--- config.mk ---
export PLATFORM = sky130hd
export DESIGN_NAME = jitter_pwm_osc
export DESIGN_NICKNAME = d
export VERILOG_FILES = /design/src/rtl/osc_pkg.sv /design/src/rtl/osc_tri.sv /design/src/rtl/osc_period.sv /design/src/rtl/osc_softstart.sv /design/src/rtl/jitter_pwm_osc.sv
export SDC_FILE = /design/constraint.sdc
export NUM_CORES = 1
export LEC_CHECK = 0
export BUFFER_PORTS_ARGS = -buffer_cell sky130_fd_sc_hd__buf_2
export CORE_AREA = 2 2 86 88
export CTS_CLUSTER_SIZE = 10
export DETAILED_ROUTE_END_ITERATION = 10
export DIE_AREA = 0 0 88 90
export PLACE_DENSITY_LB_ADDON = 0.15
export SYNTH_ARGS = -nofsm -noshare
export SYNTH_HDL_FRONTEND = slang
export SYNTH_SLANG_ARGS = --single-unit
--- constraint.sdc ---
create_clock -name clk_i -period 3.3 [get_ports clk_i]
set_input_delay 0 -clock clk_i [delete_from_list [all_inputs] [get_ports clk_i]]
set_output_delay 0 -clock clk_i [all_outputs]
set_load 0.03 [all_outputs]
--- src/rtl/osc_pkg.sv ---
package osc_pkg;
  typedef enum logic {DIR_UP = 1'b0, DIR_DN = 1'b1} tri_dir_e;
endpackage

--- src/rtl/osc_tri.sv ---
module osc_tri
  import osc_pkg::*;
#(
  parameter int unsigned DEV      = 12,
  parameter int unsigned STEP_LEN = 5,
  parameter int unsigned OFF_W    = 5
) (
  input  logic                    clk_i,
  input  logic                    rst_ni,
  input  logic                    run_i,
  input  logic                    adv_i,
  output logic signed [OFF_W-1:0] off_nxt_o
);
  localparam int unsigned SC_W = (STEP_LEN > 1) ? $clog2(STEP_LEN) : 1;
  localparam logic [SC_W-1:0] SC_LAST = SC_W'(STEP_LEN - 1);
  localparam logic signed [OFF_W-1:0] OFF_HI  = OFF_W'(DEV);
  localparam logic signed [OFF_W-1:0] OFF_LO  = -OFF_HI;
  localparam logic signed [OFF_W-1:0] OFF_ONE = OFF_W'(1);

  logic signed [OFF_W-1:0] off_q;
  logic [SC_W-1:0]         sc_q;
  tri_dir_e                dir_q, dir_nxt;
  logic                    step_now;

  assign step_now = adv_i && (sc_q == SC_LAST);

  always_comb begin
    off_nxt_o = off_q;
    dir_nxt   = dir_q;
    if (step_now) begin
      if (dir_q == DIR_UP) begin
        off_nxt_o = off_q + OFF_ONE;
        if (off_q + OFF_ONE == OFF_HI) dir_nxt = DIR_DN;
      end else begin
        off_nxt_o = off_q - OFF_ONE;
        if (off_q - OFF_ONE == OFF_LO) dir_nxt = DIR_UP;
      end
    end
  end

  always_ff @(posedge clk_i or negedge rst_ni) begin
    if (!rst_ni) begin
      off_q <= '0;
      sc_q  <= '0;
      dir_q <= DIR_UP;
    end else if (!run_i) begin
      off_q <= '0;
      sc_q  <= '0;
      dir_q <= DIR_UP;
    end else if (adv_i) begin
      off_q <= off_nxt_o;
      dir_q <= dir_nxt;
      sc_q  <= step_now ? '0 : sc_q + 1'b1;
    end
  end
endmodule

--- src/rtl/osc_period.sv ---
module osc_period #(
  parameter int unsigned PER_NOM = 307,
  parameter int unsigned PER_W   = 9,
  parameter int unsigned OFF_W   = 5
) (
  input  logic                    clk_i,
  input  logic                    rst_ni,
  input  logic                    run_i,
  input  logic signed [OFF_W-1:0] off_nxt_i,
  output logic                    wrap_o,
  output logic                    start_o,
  output logic                    duty_o
);
  localparam logic [PER_W-1:0] NOM = PER_W'(PER_NOM);

  logic [PER_W-1:0] cnt_q, per_q, max_on;

  assign wrap_o  = run_i && (cnt_q == per_q - 1'b1);
  // three quarters of the live period, rounded down
  assign max_on  = PER_W'(({2'b00, per_q} + {1'b0, per_q, 1'b0}) >> 2);
  assign start_o = run_i && (cnt_q == '0);
  assign duty_o  = run_i && (cnt_q < max_on);

  always_ff @(posedge clk_i or negedge rst_ni) begin
    if (!rst_ni) begin
      cnt_q <= '0;
      per_q <= NOM;
    end else if (!run_i) begin
      cnt_q <= '0;
      per_q <= NOM;
    end else if (wrap_o) begin
      cnt_q <= '0;
      per_q <= PER_W'($signed({1'b0, NOM}) + (PER_W+1)'(off_nxt_i));
    end else begin
      cnt_q <= cnt_q + 1'b1;
    end
  end
endmodule

--- src/rtl/osc_softstart.sv ---
module osc_softstart #(
  parameter int unsigned SS_W    = 8,
  parameter int unsigned SS_TICK = 1568
) (
  input  logic            clk_i,
  input  logic            rst_ni,
  input  logic            run_i,
  input  logic            start_i,
  output logic [SS_W-1:0] code_o
);
  localparam int unsigned TICK_W = (SS_TICK > 1) ? $clog2(SS_TICK) : 1;
  localparam logic [TICK_W-1:0] TICK_LAST = TICK_W'(SS_TICK - 1);
  localparam logic [SS_W-1:0]   CODE_TOP  = '1;

  logic [TICK_W-1:0] tick_q;
  logic [SS_W-1:0]   code_q;
  logic              act_q;

  assign code_o = code_q;

  always_ff @(posedge clk_i or negedge rst_ni) begin
    if (!rst_ni) begin
      tick_q <= '0;
      code_q <= '0;
      act_q  <= 1'b0;
    end else if (!run_i) begin
      tick_q <= '0;
      code_q <= '0;
      act_q  <= 1'b0;
    end else if (start_i) begin
      tick_q <= '0;
      code_q <= '0;
      act_q  <= 1'b1;
    end else if (act_q) begin
      if (tick_q == TICK_LAST) begin
        tick_q <= '0;
        code_q <= code_q + 1'b1;
        if (code_q == CODE_TOP - 1'b1) act_q <= 1'b0;
      end else begin
        tick_q <= tick_q + 1'b1;
      end
    end
  end
endmodule

--- src/rtl/jitter_pwm_osc.sv ---
module jitter_pwm_osc #(
  parameter int unsigned SYS_CLK_KHZ = 20000,
  parameter int unsigned SW_KHZ      = 65,
  parameter int unsigned DEV_PCT     = 4,
  parameter int unsigned MOD_US      = 4000,
  parameter int unsigned SOFT_MS     = 20,
  parameter int unsigned SS_W        = 8
) (
  input  logic            clk_i,
  input  logic            rst_ni,
  input  logic            run_i,
  input  logic            ss_start_i,
  output logic            cyc_start_o,
  output logic            duty_win_o,
  output logic [SS_W-1:0] ss_code_o
);
  localparam int unsigned PER_NOM   = SYS_CLK_KHZ / SW_KHZ;
  localparam int unsigned PER_DEV_R = PER_NOM * DEV_PCT / 100;
  localparam int unsigned PER_DEV   = (PER_DEV_R < 1) ? 1 : PER_DEV_R;
  localparam int unsigned SW_SWEEP  = SW_KHZ * MOD_US / 1000;
  localparam int unsigned QUARTER   = SW_SWEEP / 4;
  localparam int unsigned STEP_R    = QUARTER / PER_DEV;
  localparam int unsigned STEP_LEN  = (STEP_R < 1) ? 1 : STEP_R;
  localparam int unsigned PER_W     = $clog2(PER_NOM + PER_DEV + 1);
  localparam int unsigned OFF_W     = $clog2(PER_DEV + 1) + 1;
  localparam int unsigned SS_CLKS   = SYS_CLK_KHZ * SOFT_MS;
  localparam int unsigned SS_MAX    = (1 << SS_W) - 1;
  localparam int unsigned SS_TICK_R = SS_CLKS / SS_MAX;
  localparam int unsigned SS_TICK   = (SS_TICK_R < 1) ? 1 : SS_TICK_R;

  logic                    run_q;
  logic                    wrap;
  logic signed [OFF_W-1:0] off_nxt;

  always_ff @(posedge clk_i or negedge rst_ni) begin
    if (!rst_ni) run_q <= 1'b0;
    else         run_q <= run_i;
  end

  osc_tri #(.DEV(PER_DEV), .STEP_LEN(STEP_LEN), .OFF_W(OFF_W)) u_tri (
    .clk_i     (clk_i),
    .rst_ni    (rst_ni),
    .run_i     (run_q),
    .adv_i     (wrap),
    .off_nxt_o (off_nxt)
  );

  osc_period #(.PER_NOM(PER_NOM), .PER_W(PER_W), .OFF_W(OFF_W)) u_per (
    .clk_i     (clk_i),
    .rst_ni    (rst_ni),
    .run_i     (run_q),
    .off_nxt_i (off_nxt),
    .wrap_o    (wrap),
    .start_o   (cyc_start_o),
    .duty_o    (duty_win_o)
  );

  osc_softstart #(.SS_W(SS_W), .SS_TICK(SS_TICK)) u_ss (
    .clk_i   (clk_i),
    .rst_ni  (rst_ni),
    .run_i   (run_i),
    .start_i (ss_start_i),
    .code_o  (ss_code_o)
  );
endmodule

==> results.toml <==
[layout]
mostFrequentLayoutCell = "dfrtp_1"
n_fill_cell = 661
fin_cells = 484
drive_gt1_share_pct = 13.8
nNetsFinal = 424
area_delta_synth_final_pct = 10.6
design_area_um2 = 3650
final_cell_mix = "dfrtp_1, nor2_1, ha_1"
antenna_cells = 0

[yosys]
syn-cell-area_um2 = 3300
synth_edf_count = 0
avgSynthCellArea_um2 = 9.12
yosysWarnings = 0
synth-seq-cells = 46
syn_inst = 362
synth.distinct_cells = 53
ys.flop_type = "dfrtp_1"
syn-num-nets = 402
yosysSeqAreaShare_pct = 35.0
synth-async-reset-ratio_pct = 100

[routing]
vias = 2628
routed_wl_um = 6720
drt-initial-drc-count = 115
wl_per_cell_um = 13.9
postRouteAntennaNets = 0
dr.pass1.iters = 4
drc = 0
vias_per_cell = 5.43

[grt]
track_usage_pct = 18.3
grt_pass1_wl_um = 11700
first_global_vias = 2485
antenna_found_initial = 0
grt_overflow_total = 0
grt_max_degree = 47

[placement]
place.gp.congestion = 0.846
placed_cells = 469
dp_slack_ns = 0.255
dpl_cell_area_um2 = 3470
hpwl_um = 4870
numPortBuffers = 13

[worst_setup_path]
critical-path-top-delay-family = "simple AND/OR/NAND/NOR gates"
startpoint_type = "flip-flop"
endpoint_kind = "flip-flop"
cp_cell_sequence = "buf_4 > inv_1 > ha_1 > or3_1 > a211oi_4 > nand4b_1 > nand2_1 > o21ai_0 > ha_1 > or4_1 > a21oi_1"
cp_data_required_time_ns = 3.53
cpPeakStageDelay_ns = 0.56
path_class = "flip-flop to flip-flop"
path_buf_inv = 2
crit_arrival_ns = 3.35
cpMaxStageDelayCell = "dfstp_2"
cp_common_cell = "ha_1"
crit_path_max_fanout = 5

[floorplan]
core_area_um2 = 7020
initial_utilization_pct = 47.0
die_w_um = 88
die_area_um2 = 7920
num_rows = 31
io_pins = 14
die-height_um = 90

[power]
ir_drop_mv = 0.211
p_sw_share_pct = 26.2
power_switching_w = 0.000264
p_clk_share_pct = 36.4
p_leak_nw = 1.63
combPwrFrac_pct = 5.8
p_per_area_nw_per_um2 = 275
seqPwrFrac_pct = 57.8
intPower_w = 0.000742
finalPower_w = 0.00101

[job]
maxCapViolations = 0

[sta]
skew_ns = 0.00726
worstMarginPinSlew_ns = 1.02
maxSlewHeadroom_pct = 32.2
fin_crit_ns = 3.13
hold_viol_final = 0
fmax_ghz = 0.320
worst_hold_slack_ns = 0.360
slew_violations = 0
post-route-period-util_pct = 94.8
fin_ws_ns = 0.173
setup_viol = 0

[clock_tree]
htree_levels = 2
clock_latency_ns = 0.31
clkSinkCount = 46
cts_buffers = 5
clockRootBuffer = "clkbuf_8"
tritoncts = "built"
clockBufferDepth = 2
clkTransAtPathRegs_ns = 0.09

[run_status]
outcome = "completed"

[min_path]
hp-class = "primary input to flip-flop"
-- repair_timing --
action,CTS,global route
pin swaps,0,5
endpoints found under the hold margin,44,0
endpoints found under the setup margin,1,2
gates resized for setup,1,7
hold buffers,3,0
setup buffers,0,4
-- sequential cells by signal, summed over array words and instances (netlist names) --
signal / flops
u_per.per_q: 7
u_ss.tick_q: 11
u_ss.code_o: 8
u_per.cnt_q: 9
u_tri.sc_q: 3
u_tri.dir_q: 1
run_q: 1
u_ss.act_q: 1
u_tri.off_q: 5
-- cell families (layout without fill, tap and decap cells) --
kind of cell	count (synthesis)	count (layout)	share of synthesized area, %
AOI/OAI and AO/OA	62	62	12.1
xor gates and xnor gates	44	44	11.9
adders and majority gates	36	36	13.9
buffers and inverters	32	55	4.13
DFF	46	46	35.0
muxes	3	3	0.985
and+or+nand+nor	139	139	22.0
-- synth_stat cells, types with 6 or more instances --
master | instances | area share, %
nand3_1 | 19 | 2.9
and3_1 | 6 | 1.1
nand2_1 | 28 | 3.2
o21ai_0 | 19 | 2.9
a21oi_1 | 14 | 2.1
nor2_1 | 39 | 4.4
ha_1 | 35 | 13
dfrtp_1 | 42 | 32
inv_1 | 21 | 2.4
xor2_1 | 23 | 6.1
clkbuf_1 | 7 | 0.80
xnor2_1 | 20 | 5.3
-- routing by layer --
metal  wire length (µm)  vias up  GRT usage, %
met5                  0        -             0
met3                128        9          2.48
met4                 70        0          3.85
met2               3120       30          28.1
li1                   -     1305             -
met1               3400     1284          27.3
-- path summary, 6_finish.rpt --
path,startpoint,end,slack (ns),depth (start not counted)
min in group asynchronous,rst_ni,u_ss.tick_q[0],0.40,2
worst max-delay path,u_per.per_q[0],u_per.per_q[6],0.17,11
max in group asynchronous,rst_ni,u_per.per_q[6],2.27,2
worst min register to register,u_ss.tick_q[10],u_ss.tick_q[10],0.50,1
worst max register to register,u_per.per_q[0],u_per.per_q[6],0.17,11
worst min-delay path,run_i,run_q,0.36,2
-- final cells by class --
| cell class | count | area, µm² | area share [%] |
|---|---|---|---|
| clock buffers | 5 | 68.8 | 1.88 |
| repair buffers | 25 | 165 | 4.52 |
| clock inverters | 3 | 25.0 | 0.685 |
| multi-input cells | 284 | 2030 | 55.6 |
| inverters | 22 | 82.6 | 2.26 |
| flip-flops and latches | 46 | 1160 | 31.7 |
| well taps | 99 | 124 | 3.39 |
-- metrics by stage --
stage / setup TNS [ns] / util [%]
after floorplan: 0 / -
after global placement: 0 / 49.5
after detailed placement: 0 / 49.5
after CTS: 0 / 51.3
after global routing: -0.0261 / 52.0
final: 0 / 52.0
-- power groups by stage --
| stage | logic, W | clock network (W) | registers (W) |
|---|---|---|---|
| floorplan | 0.0000330 | 0 | 0.000587 |
| global placement | 0.0000559 | 0 | 0.000592 |
| detailed placement | 0.0000565 | 0 | 0.000592 |
| CTS | 0.0000593 | 0.000380 | 0.000581 |
| global route | 0.0000683 | 0.000398 | 0.000583 |
| finish | 0.0000582 | 0.000366 | 0.000581 |
Power figures use the tool's default switching activity.
